==> src/rtl/trap_pkg.sv <==
package trap_pkg;
  localparam int TT_BITS = 8;

  typedef enum logic [2:0] {
    CAUSE_NONE,
    CAUSE_SYNC,
    CAUSE_PRIV,
    CAUSE_RETT,
    CAUSE_IRQ
  } trap_cause_e;

  localparam logic [TT_BITS-1:0] TT_ILLEGAL_RETT = 8'h02;
  localparam logic [TT_BITS-1:0] TT_PRIV_FAULT   = 8'h03;
  localparam logic [TT_BITS-1:0] TT_IRQ_BASE     = 8'h10;
endpackage

==> src/rtl/trap_select.sv <==
module trap_select
  import trap_pkg::*;
#(
  parameter int TT_W  = TT_BITS,
  parameter int LVL_W = 4
) (
  input  logic             boundary,
  input  logic             sync_req,
  input  logic [TT_W-1:0]  sync_tt,
  input  logic             priv_insn,
  input  logic             rett,
  input  logic [LVL_W-1:0] irq_lvl,
  input  logic [LVL_W-1:0] pil,
  input  logic             super_mode,
  input  logic             traps_en,
  output trap_cause_e      cause,
  output logic [TT_W-1:0]  tt,
  output logic             take,
  output logic             rett_ok
);
  localparam logic [LVL_W-1:0] LVL_MAX = '1;

  logic priv_fault;
  logic irq_ok;

  // A return-from-trap is itself privileged.
  assign priv_fault = (priv_insn || rett) && !super_mode;
  assign irq_ok = traps_en && (irq_lvl != '0) &&
                  ((irq_lvl == LVL_MAX) || (irq_lvl > pil));

  always_comb begin
    cause = CAUSE_NONE;
    tt    = '0;
    if (boundary) begin
      if (sync_req) begin
        cause = CAUSE_SYNC;
        tt    = sync_tt;
      end else if (priv_fault) begin
        cause = CAUSE_PRIV;
        tt    = TT_W'(TT_PRIV_FAULT);
      end else if (rett && traps_en) begin
        cause = CAUSE_RETT;
        tt    = TT_W'(TT_ILLEGAL_RETT);
      end else if (irq_ok) begin
        cause = CAUSE_IRQ;
        tt    = TT_W'(TT_IRQ_BASE) + TT_W'(irq_lvl);
      end
    end
  end

  assign take    = (cause != CAUSE_NONE);
  assign rett_ok = boundary && rett && !take && super_mode && !traps_en;
endmodule

==> src/rtl/trap_base_reg.sv <==
module trap_base_reg #(
  parameter int ADDR_W     = 32,
  parameter int TT_W       = 8,
  parameter int OFFSET_LSB = 4
) (
  input  logic              clk,
  input  logic              rst_n,
  input  logic              we,
  input  logic [ADDR_W-1:0] wdata,
  input  logic              super_mode,
  input  logic              load,
  input  logic [TT_W-1:0]   tt,
  output logic [ADDR_W-1:0] vector_q
);
  localparam int BASE_W  = ADDR_W - TT_W - OFFSET_LSB;
  localparam int BASE_LO = TT_W + OFFSET_LSB;

  logic [BASE_W-1:0] base_q;
  logic [ADDR_W-1:0] vector_d;

  always_ff @(posedge clk) begin
    if (!rst_n) begin
      base_q <= '0;
    end else if (we && super_mode) begin
      base_q <= wdata[ADDR_W-1:BASE_LO];
    end
  end

  generate
    if (OFFSET_LSB > 0) begin : g_offset
      assign vector_d = {base_q, tt, {OFFSET_LSB{1'b0}}};
    end else begin : g_no_offset
      assign vector_d = {base_q, tt};
    end
  endgenerate

  always_ff @(posedge clk) begin
    if (!rst_n) begin
      vector_q <= '0;
    end else if (load) begin
      vector_q <= vector_d;
    end
  end


  base_guard_chk: assert property (@(posedge clk) disable iff (!rst_n)
    !$stable(base_q) |-> $past(we && super_mode));
endmodule

==> src/rtl/priv_state.sv <==
module priv_state #(
  parameter bit RESET_PREV_SUPER = 1'b0
) (
  input  logic clk,
  input  logic rst_n,
  input  logic take,
  input  logic rett_ok,
  output logic super_q,
  output logic traps_en_q,
  output logic prev_q
);
  always_ff @(posedge clk) begin
    if (!rst_n) begin
      super_q    <= 1'b1;
      traps_en_q <= 1'b0;
      prev_q     <= RESET_PREV_SUPER;
    end else if (take) begin
      prev_q     <= super_q;
      super_q    <= 1'b1;
      traps_en_q <= 1'b0;
    end else if (rett_ok) begin
      super_q    <= prev_q;
      traps_en_q <= 1'b1;
    end
  end


  trap_entry_chk: assert property (@(posedge clk) disable iff (!rst_n)
    take |=> (super_q && !traps_en_q && (prev_q == $past(super_q))));


  super_entry_chk: assert property (@(posedge clk) disable iff (!rst_n)
    $rose(super_q) |-> $past(take));


  rett_restore_chk: assert property (@(posedge clk) disable iff (!rst_n)
    rett_ok |=> (traps_en_q && (super_q == $past(prev_q))));
endmodule

==> src/rtl/trap_entry_ctrl.sv <==
module trap_entry_ctrl
  import trap_pkg::*;
#(
  parameter int ADDR_W     = 32,
  parameter int TT_W       = TT_BITS,
  parameter int OFFSET_LSB = 4,
  parameter int LVL_W      = 4
) (
  input  logic              clk,
  input  logic              rst_n,
  input  logic              boundary_i,
  input  logic              sync_req_i,
  input  logic [TT_W-1:0]   sync_tt_i,
  input  logic              priv_insn_i,
  input  logic              rett_i,
  input  logic [LVL_W-1:0]  irq_level_i,
  input  logic [LVL_W-1:0]  pil_i,
  input  logic              base_we_i,
  input  logic [ADDR_W-1:0] base_wdata_i,
  output logic              redirect_o,
  output logic [ADDR_W-1:0] vector_o,
  output logic              squash_o,
  output logic              supervisor_o,
  output logic              traps_en_o
);
  trap_cause_e      sel_cause;
  logic [TT_W-1:0]  sel_tt;
  logic             take;
  logic             rett_ok;
  logic             prev_super;

  trap_select #(.TT_W(TT_W), .LVL_W(LVL_W)) u_select (
    .boundary   (boundary_i),
    .sync_req   (sync_req_i),
    .sync_tt    (sync_tt_i),
    .priv_insn  (priv_insn_i),
    .rett       (rett_i),
    .irq_lvl    (irq_level_i),
    .pil        (pil_i),
    .super_mode (supervisor_o),
    .traps_en   (traps_en_o),
    .cause      (sel_cause),
    .tt         (sel_tt),
    .take       (take),
    .rett_ok    (rett_ok)
  );

  trap_base_reg #(.ADDR_W(ADDR_W), .TT_W(TT_W), .OFFSET_LSB(OFFSET_LSB)) u_base (
    .clk        (clk),
    .rst_n      (rst_n),
    .we         (base_we_i),
    .wdata      (base_wdata_i),
    .super_mode (supervisor_o),
    .load       (take),
    .tt         (sel_tt),
    .vector_q   (vector_o)
  );

  priv_state #(.RESET_PREV_SUPER(1'b0)) u_state (
    .clk        (clk),
    .rst_n      (rst_n),
    .take       (take),
    .rett_ok    (rett_ok),
    .super_q    (supervisor_o),
    .traps_en_q (traps_en_o),
    .prev_q     (prev_super)
  );

  always_ff @(posedge clk) begin
    if (!rst_n) begin
      redirect_o <= 1'b0;
      squash_o   <= 1'b0;
    end else begin
      redirect_o <= take;
      squash_o   <= take;
    end
  end


  redirect_src_chk: assert property (@(posedge clk) disable iff (!rst_n)
    redirect_o |-> $past(boundary_i));


  irq_gate_chk: assert property (@(posedge clk) disable iff (!rst_n)
    (sel_cause == CAUSE_IRQ) |-> (traps_en_o && irq_level_i != '0));


  idle_hold_chk: assert property (@(posedge clk) disable iff (!rst_n)
    !boundary_i |=> (!redirect_o && $stable(supervisor_o) && $stable(traps_en_o)));
endmodule

==> config.mk <==
export PLATFORM = sky130hd
export DESIGN_NAME = trap_entry_ctrl
export DESIGN_NICKNAME = d
export VERILOG_FILES = /design/src/rtl/trap_pkg.sv /design/src/rtl/trap_select.sv /design/src/rtl/trap_base_reg.sv /design/src/rtl/priv_state.sv /design/src/rtl/trap_entry_ctrl.sv
export SDC_FILE = /design/constraint.sdc
export NUM_CORES = 1
export LEC_CHECK = 0
export BUFFER_PORTS_ARGS = -buffer_cell sky130_fd_sc_hd__buf_4
export CORE_ASPECT_RATIO = 1.1
export CORE_MARGIN = 5
export CORE_UTILIZATION = 40
export DETAILED_ROUTE_END_ITERATION = 12
export GPL_TIMING_DRIVEN = 0
export PLACE_DENSITY_LB_ADDON = 0.05
export SLEW_MARGIN = 0
export SYNTH_ARGS = -nofsm -noshare
export SYNTH_HDL_FRONTEND = slang
export SYNTH_SLANG_ARGS = --single-unit
==> constraint.sdc <==
create_clock -name clk -period 1.6 [get_ports clk]
set_input_delay 0.08 -clock clk [delete_from_list [all_inputs] [get_ports clk]]
set_output_delay 0.08 -clock clk [all_outputs]
set_load 0.005 [all_outputs]
* After elaboration in Yosys (flattened, before gate mapping) *
Cells that the tools add are included.

cells by class
  reductions and logical operators = 17
  equality and inequality tests = 1
  multipliers = 0
  $add $sub $neg = 1
  shift operators = 0
  bitwise operators = 1
  muxes and demuxes = 10
  magnitude comparators = 1
  div/mod/pow operators = 0

operator list
  kind                                         count
  two-way mux 8 bit                            5
  two-way mux 3 bit                            5
  logical AND 1 bit                            9
  adder 5 x 4 -> 6 bit (first input constant)  1
  equality test 4 bit (second input constant)  1
  > comparator 4 bit                           1
  nonzero test 4 bit                           1
  logical NOT 1 bit                            3
  nonzero test 3 bit                           1
  logical OR 1 bit                             2
  OR reduction 2 bit                           1
  inverter 1 bit                               1

word-level totals
  bits in registers = 52
  memories kept = 0
  logic and storage cells = 37
  ROM bits = 0
  memory bits (writable) = 0
  output and inout bits = 36
  bits of input ports = 55
  bits in latches = 0

* Depth between registers and ports, before layout *
Gate-level depths: netlist (run 1).

  depth after elaboration = 13
  gate-level depth with buffers = 9
  mapped depth without buffers = 7

* Hierarchy *
From an unflattened synthesis (run 1), not the netlist that was laid out.

unflattened totals
  cells, all modules = 246
  area, all modules = 2319.7 um^2

by module, submodules not included
  module           cells each  instances  sequential area each (um^2)  area each (um^2)
  trap_base_reg    186         1          960.9                        1883.1
  trap_select      48          1          0.0                          297.8
  priv_state       9           1          60.1                         105.1
  trap_entry_ctrl  3           1          20.0                         33.8

* Worst setup path before layout (run 1) *
No wires, ideal clock.

  kind = input to register
  from = in pil_i[3]
  to = reg u_base.vector_q[4]
  buffers on the path = 1
  stages on the path = 8
  setup time = 0.127 ns
  arrival time = 1.410 ns
  data required time = 1.473 ns
  setup slack = 0.063 ns
  cells stage by stage = inv_1 ha_1 and4_1 a21o_1 a31o_4 buf_8 a311oi_1 a211oi_1

on the way
  word-level cells in the longest chain between the ends = 9
  elaborated cells on any way between the ends = 14
  classes of those cells = order compare: 1; mux: 10; reduce/logical: 3

RTL lines
  item                    RTL line               text
  start: declaration      trap_entry_ctrl.sv:17  input logic [LVL_W-1:0] pil_i,
  > comparator 4 bit *    trap_select.sv:29      ((irq_lvl == LVL_MAX) || (irq_lvl > pil));
  logical OR 1 bit *      trap_select.sv:29
  logical AND 1 bit *     trap_select.sv:28      assign irq_ok = traps_en && (irq_lvl != '0) &&
  two-way mux 3 bit       trap_select.sv:44      end else if (irq_ok) begin
  two-way mux 3 bit       trap_select.sv:41      end else if (rett && traps_en) begin
  two-way mux 3 bit       trap_select.sv:38      end else if (priv_fault) begin
  two-way mux 3 bit       trap_select.sv:35      if (sync_req) begin
  two-way mux 3 bit       trap_select.sv:34      if (boundary) begin
  nonzero test 3 bit      trap_select.sv:51      assign take = (cause != CAUSE_NONE);
  end signal: assignment  trap_base_reg.sv:41    vector_q <= vector_d;
  end: declaration        trap_base_reg.sv:13    output logic [ADDR_W-1:0] vector_q

Mark *: on every way between the ends. The rest lies on a longest branch, timed or not.
A chain may end at the register's enable or synchronous reset.

* Worst setup path in the final report (run 1) *
  from = reg u_state.super_q
  to = reg u_base.vector_q[5]

on the way
  word-level cells in the longest chain between the ends = 6
  elaborated cells on any way between the ends = 9
  classes of those cells = mux: 6; reduce/logical: 3

RTL lines
  item                      RTL line           text
  start: declaration        priv_state.sv:8    output logic super_q,
  start signal: assignment  priv_state.sv:22   super_q <= prev_q;
  logical NOT 1 bit *       trap_select.sv:27  assign priv_fault = (priv_insn || rett) && !super_mode;
  logical AND 1 bit *       trap_select.sv:27
  two-way mux 3 bit         trap_select.sv:38
  two-way mux 3 bit         trap_select.sv:35
  two-way mux 3 bit         trap_select.sv:34
  nonzero test 3 bit        trap_select.sv:51

Marked as above.

==> metrics.cfg, run 1 <==
[cells_and_area]
layout.cells.non_filler = 492
mostFrequentLayoutCells = buf_4, nand2_1, dfxtp_1, nand3_1
post-route-util = 0.530
area_growth_pct = 30.7
nets = 468
drive_above_1_share = 0.273
final_common_cell = buf_4
diodes = 0

[detailed_routing]
post_drt_wl_per_cell_um = 15.3
drc_errors = 0
ant_nets = 0
via_count = 2681
drt-initial-drc-count = 180
firstDrtPassIters = 4
vias_per_cell = 5.45
routed_wl_um = 7520

[sta]
fin_ws_ps = 75.7
finalCritPeriodShare = 0.953
slew_headroom = 0.620
period_minus_slack_ps = 1520
hold_viol = 0
tightest_slew_ps = 570
final-setup-viol-count = 0
finClkSkew_ps = 7.10
rsz0062_at_grt = yes
maxSlewViolCount = 0
fmax_mhz = 656

[synth]
syn-cell-area_mm2 = 0.00263
ys_types = 41
synth-seq-area-share = 0.396
synth_warnings = 0
synthFlopType = dfxtp_1
yosysTopAreaCell = dfxtp_1
syn_inst = 326
yosys.area.top_type_share = 0.396
syn_avg_cell_area_um2 = 8.06
synth_edf_count = 0
synth-seq-cells = 52
netlist_top_cells_area = dfxtp_1, nand2_1, a32oi_1
ys_async_sr_fraction = 0

[placed_design]
dpl.cell_count = 483
place_ws_ps = -243
hpwl_um = 5470
port_buffers = 72
place.gp.congestion = 0.783

[global_routing]
grtUsageTotal = 0.182
grt_overflow_total = 0
antenna_found_initial = 0
grt_pass1_vias = 2497
grt_pass1_wl_um = 12100
grt_max_degree = 16

[clock_network]
clock-sinks = 52
cts_setup_buffers = 0
cts_max_path_buffers = 2
cts_tree = yes
htreeDepth = 2
clk_latency_ps = 310
cts_buffers = 5
clk_pin_slew_ps = 90
cts_root_buf = clkbuf_8

[setup_path]
required_ps = 1790
worstSetupPathType = register to register
critPathLaunchType = register
r2r_slack_ps = 80
endpoint_kind = register
cp.arrival_ps = 1710
crit_fanout = 9

[power]
leakage_uw = 0.00154
total_power_uw = 2830
powerDensity_mw_per_mm2 = 824
peakVddDrop_v = 0.000463

[outcome]
status = finished, final reports clean

[floorplanning]
die_y_um = 95.0
rows = 31
ios = 91
start_util = 0.406
fp.coreArea_mm2 = 0.00648
fp.dieW_um = 87.3
dieArea_mm2 = 0.00829

[flow_run]
max_cap_viol_count = 0

[min_path]
hold_class = primary input to register

Yosys cell counts, types with 2 or more instances:
cell type and instances:
dfxtp_1 52, nand4_1 23, a21oi_1 23, nor2_1 2
nand3_1 27, o211ai_1 2, and3_1 22, mux2i_1 3
buf_2 8, inv_1 7, a31oi_1 5, buf_4 6
a32oi_1 23, nand2_1 67, buf_1 4, ha_1 4
a211oi_1 2, a221oi_2 3, clkbuf_1 17, nor3_1 5
power breakdown:
part	switching, uW	internal (uW)
logic	281	238
registers	49.5	1370
clock network	432	465
total	762	2070
registers in the layout, indices dropped and copies added, names as in the netlist:
name	cells
squash_o	1
u_base.base_q	20
u_base.vector_q	28
u_state.prev_q	1
u_state.super_q	1
u_state.traps_en_q	1
layout make-up:
type / instances / area, um2
fill: 645 / 3040
multi-input combinational: 232 / 1400
sequential: 52 / 1050
timing repair buffer: 73 / 551
buffer: 37 / 196
tap: 82 / 103
clock buffer: 6 / 72.6
clock inverter: 2 / 35.0
inverter: 8 / 30.0
path summary, 6_finish.rpt:
path / startpoint / endpoint / depth (start not counted)
setup reg to reg: u_state.super_q / u_base.vector_q[5] / 5
hold reg to reg: u_base.base_q[18] / u_base.base_q[18] / 2
setup / recovery: u_state.super_q / u_base.vector_q[5] / 5
hold / removal: base_wdata_i[16] / u_base.base_q[4] / 3
logic make-up (layout without fill, tap and decap cells):
| logic type | after synthesis | in the layout | synth area share |
|---|---|---|---|
| AND/OR/NAND/NOR | 151 | 151 | 0.282 |
| AO/OA/AOI/OAI | 69 | 69 | 0.201 |
| flip-flops | 52 | 52 | 0.396 |
| buffers and inverters | 45 | 126 | 0.0838 |
| adder cells (fa/ha/maj) | 4 | 4 | 0.0190 |
| multiplexers | 4 | 4 | 0.0157 |
| other | 1 | 4 | 0.00143 |
layer usage:
layer | share of wire | vias up | track usage | routed length, um
met5 | 0 | - | 0 | 0
met4 | 0.0092 | 0 | 0.0486 | 69
met3 | 0.065 | 6 | 0.0332 | 489
met2 | 0.46 | 87 | 0.291 | 3480
met1 | 0.46 | 1227 | 0.249 | 3480
li1 | - | 1361 | - | -
worst max-delay path, cell delays in order (launching register included):
cell,delay [ps]
dfxtp_4,390
o21bai_2,230
and3_1,200
buf_4,170
a2111oi_2,320
a211oi_1,90
through the flow:
step / TNS, ps / cell area, um2 / hold slack, ps
floorplan: 0 / 2640 / 216
global placement: -4290 / 3280 / 327
detailed placement: -5560 / 3280 / 337
CTS: 0 / 3400 / 3.12
global route: -9.70 / 3430 / 0.534
finish: 0 / 3430 / 10.7
what timing repair did:
item | 4_1_cts | 5_1_grt
gates resized for setup | 5 | 7
endpoints found under the hold margin | 0 | 1
cloned | 0 | 0
hold buffers | 0 | 1
endpoints found under the setup margin | 23 | 22
Power figures use the tool's default switching activity.
==> run 2, diff against run 1 <==
- CORE_ASPECT_RATIO: 1.1 -> 1.75
- CORE_MARGIN: 5 -> 2
==> run 2 against run 1 <==
Non-clock buffer count down 1; total power up 6.6%; fmax down 1.9%; critical path depth up 3; routed wire length down 2.9%; cell area up 0.95%; core utilization up 0.80 points; sequential power about the same.
==> metrics.cfg, run 2 (synthesized netlist as in run 1, its figures left out) <==
[detailed_routing]
drt-initial-drc-count = 142
ant_nets = 0
drc_errors = 0
routed_wl_um = 7300
vias_per_cell = 5.50
firstDrtPassIters = 4
via_count = 2702
post_drt_wl_per_cell_um = 14.9

[flow_run]
max_cap_viol_count = 0

[power]
peakVddDrop_v = 0.000727
powerDensity_mw_per_mm2 = 871
leakage_uw = 0.00155

[cells_and_area]
layout.cells.non_filler = 491
fillers = 677
multi_input_area_mm2 = 0.00141
final_common_cell = buf_4
top_register = u_base.vector_q
mostFrequentLayoutCells = buf_4, nand2_1, dfxtp_1, nand3_1
nets = 467
biggestRegsByFlops = u_base.vector_q: 28 flops, u_base.base_q: 20 flops
drive_above_1_share = 0.269
diodes = 0
area_growth_pct = 32.0
post-route-util = 0.538
design_area_mm2 = 0.00347
regArea_mm2 = 0.00104
largest_reg_flops = 28

[floorplanning]
rows = 39
start_util = 0.408
ios = 91
die_y_um = 111
fp.dieW_um = 65.3
dieArea_mm2 = 0.00726
fp.coreArea_mm2 = 0.00644

[clock_network]
clk_latency_ps = 290
htreeDepth = 2
cts_tree = yes
hold_buffers = 0
cts_buffers = 5
clk_pin_slew_ps = 70
cts_setup_buffers = 0
cts_max_path_buffers = 2
clock-sinks = 52
cts_root_buf = clkbuf_16
cts-resized-gates = 6

[global_routing]
grt_pass1_vias = 2558
antenna_found_initial = 0
grt_pass1_wl_um = 12200
grtUsageTotal = 0.209
grt_max_degree = 15
grt_overflow_total = 0

[sta]
rsz0062_at_grt = no
fmax_mhz = 643
final.setup.tns_ps = 0
final-setup-viol-count = 0
tightest_slew_ps = 640
timing.hold.ws_ps = 35.4
maxSlewViolCount = 0
finClkSkew_ps = 4.52
period_minus_slack_ps = 1550
hold_viol = 0
finalCritPeriodShare = 0.971
slew_headroom = 0.574

[setup_path]
cp.arrival_ps = 1720
path_cells = buf_4 > ha_1 > and4_1 > a21o_1 > a31o_4 > buf_8 > a311oi_1 > a211oi_1
path_buf_inv = 2
crit_fanout = 10
critPathMaxStageDelay_ps = 320
crit_family = compound AO/OA/AOI/OAI gates
required_ps = 1770
slowest_stage = ha_1
endpoint_kind = register
worstSetupPathType = primary input to register
critPathLaunchType = primary input

[placed_design]
port_buffers = 72
place.gp.congestion = 0.769
hpwl_um = 5460
place_area_mm2 = 0.00328
dpl.cell_count = 483

[min_path]
hold_class = primary input to register

[outcome]
status = finished, final reports clean

## run 2: worst paths after layout
check / startpoint / to / slack, ps / depth (start not counted)
worst max-delay path: irq_level_i[3] / u_base.vector_q[4] / 50 / 8
worst min register to register: u_base.base_q[8] / u_base.base_q[8] / 450 / 2
worst max register to register: u_state.traps_en_q / u_base.vector_q[4] / 70 / 6
worst min-delay path: base_wdata_i[18] / u_base.base_q[6] / 40 / 3
## run 2: metrics by stage
step,worst slack [ps],power [uW]
after global placement,-254,1950
after detailed placement,-266,1950
after CTS,24.7,3040
final,45.8,3020
after floorplan,62.8,1720
after global routing,6.48,3160
## run 2: power breakdown
group / total [uW] / switching, uW / internal [uW]
sequential: 1420 / 49.0 / 1370
clock: 1080 / 458 / 625
combinational: 520 / 282 / 238
total: 3020 / 788 / 2230
## run 2: area by class of cell
class / count / share of cell area
Timing Repair Buffer: 72 / 0.156
Multi-Input combinational cell: 232 / 0.406
Tap cell: 82 / 0.0296
Sequential cell: 52 / 0.301
Clock buffer: 8 / 0.0422
Inverter: 8 / 0.00866
Buffer: 37 / 0.0567
## run 2: metal layers
layer,vias to the layer above,track usage,wire length (um)
li1,1349,-,-
met1,1255,0.256,3010
met2,89,0.365,3790
met3,9,0.0355,387
met4,0,0.0611,115
met5,-,0,0
## run 2: tightest hold or removal path: stages
cell     delay (ps)
buf_4           110
nand2_1          40
a21oi_1          50
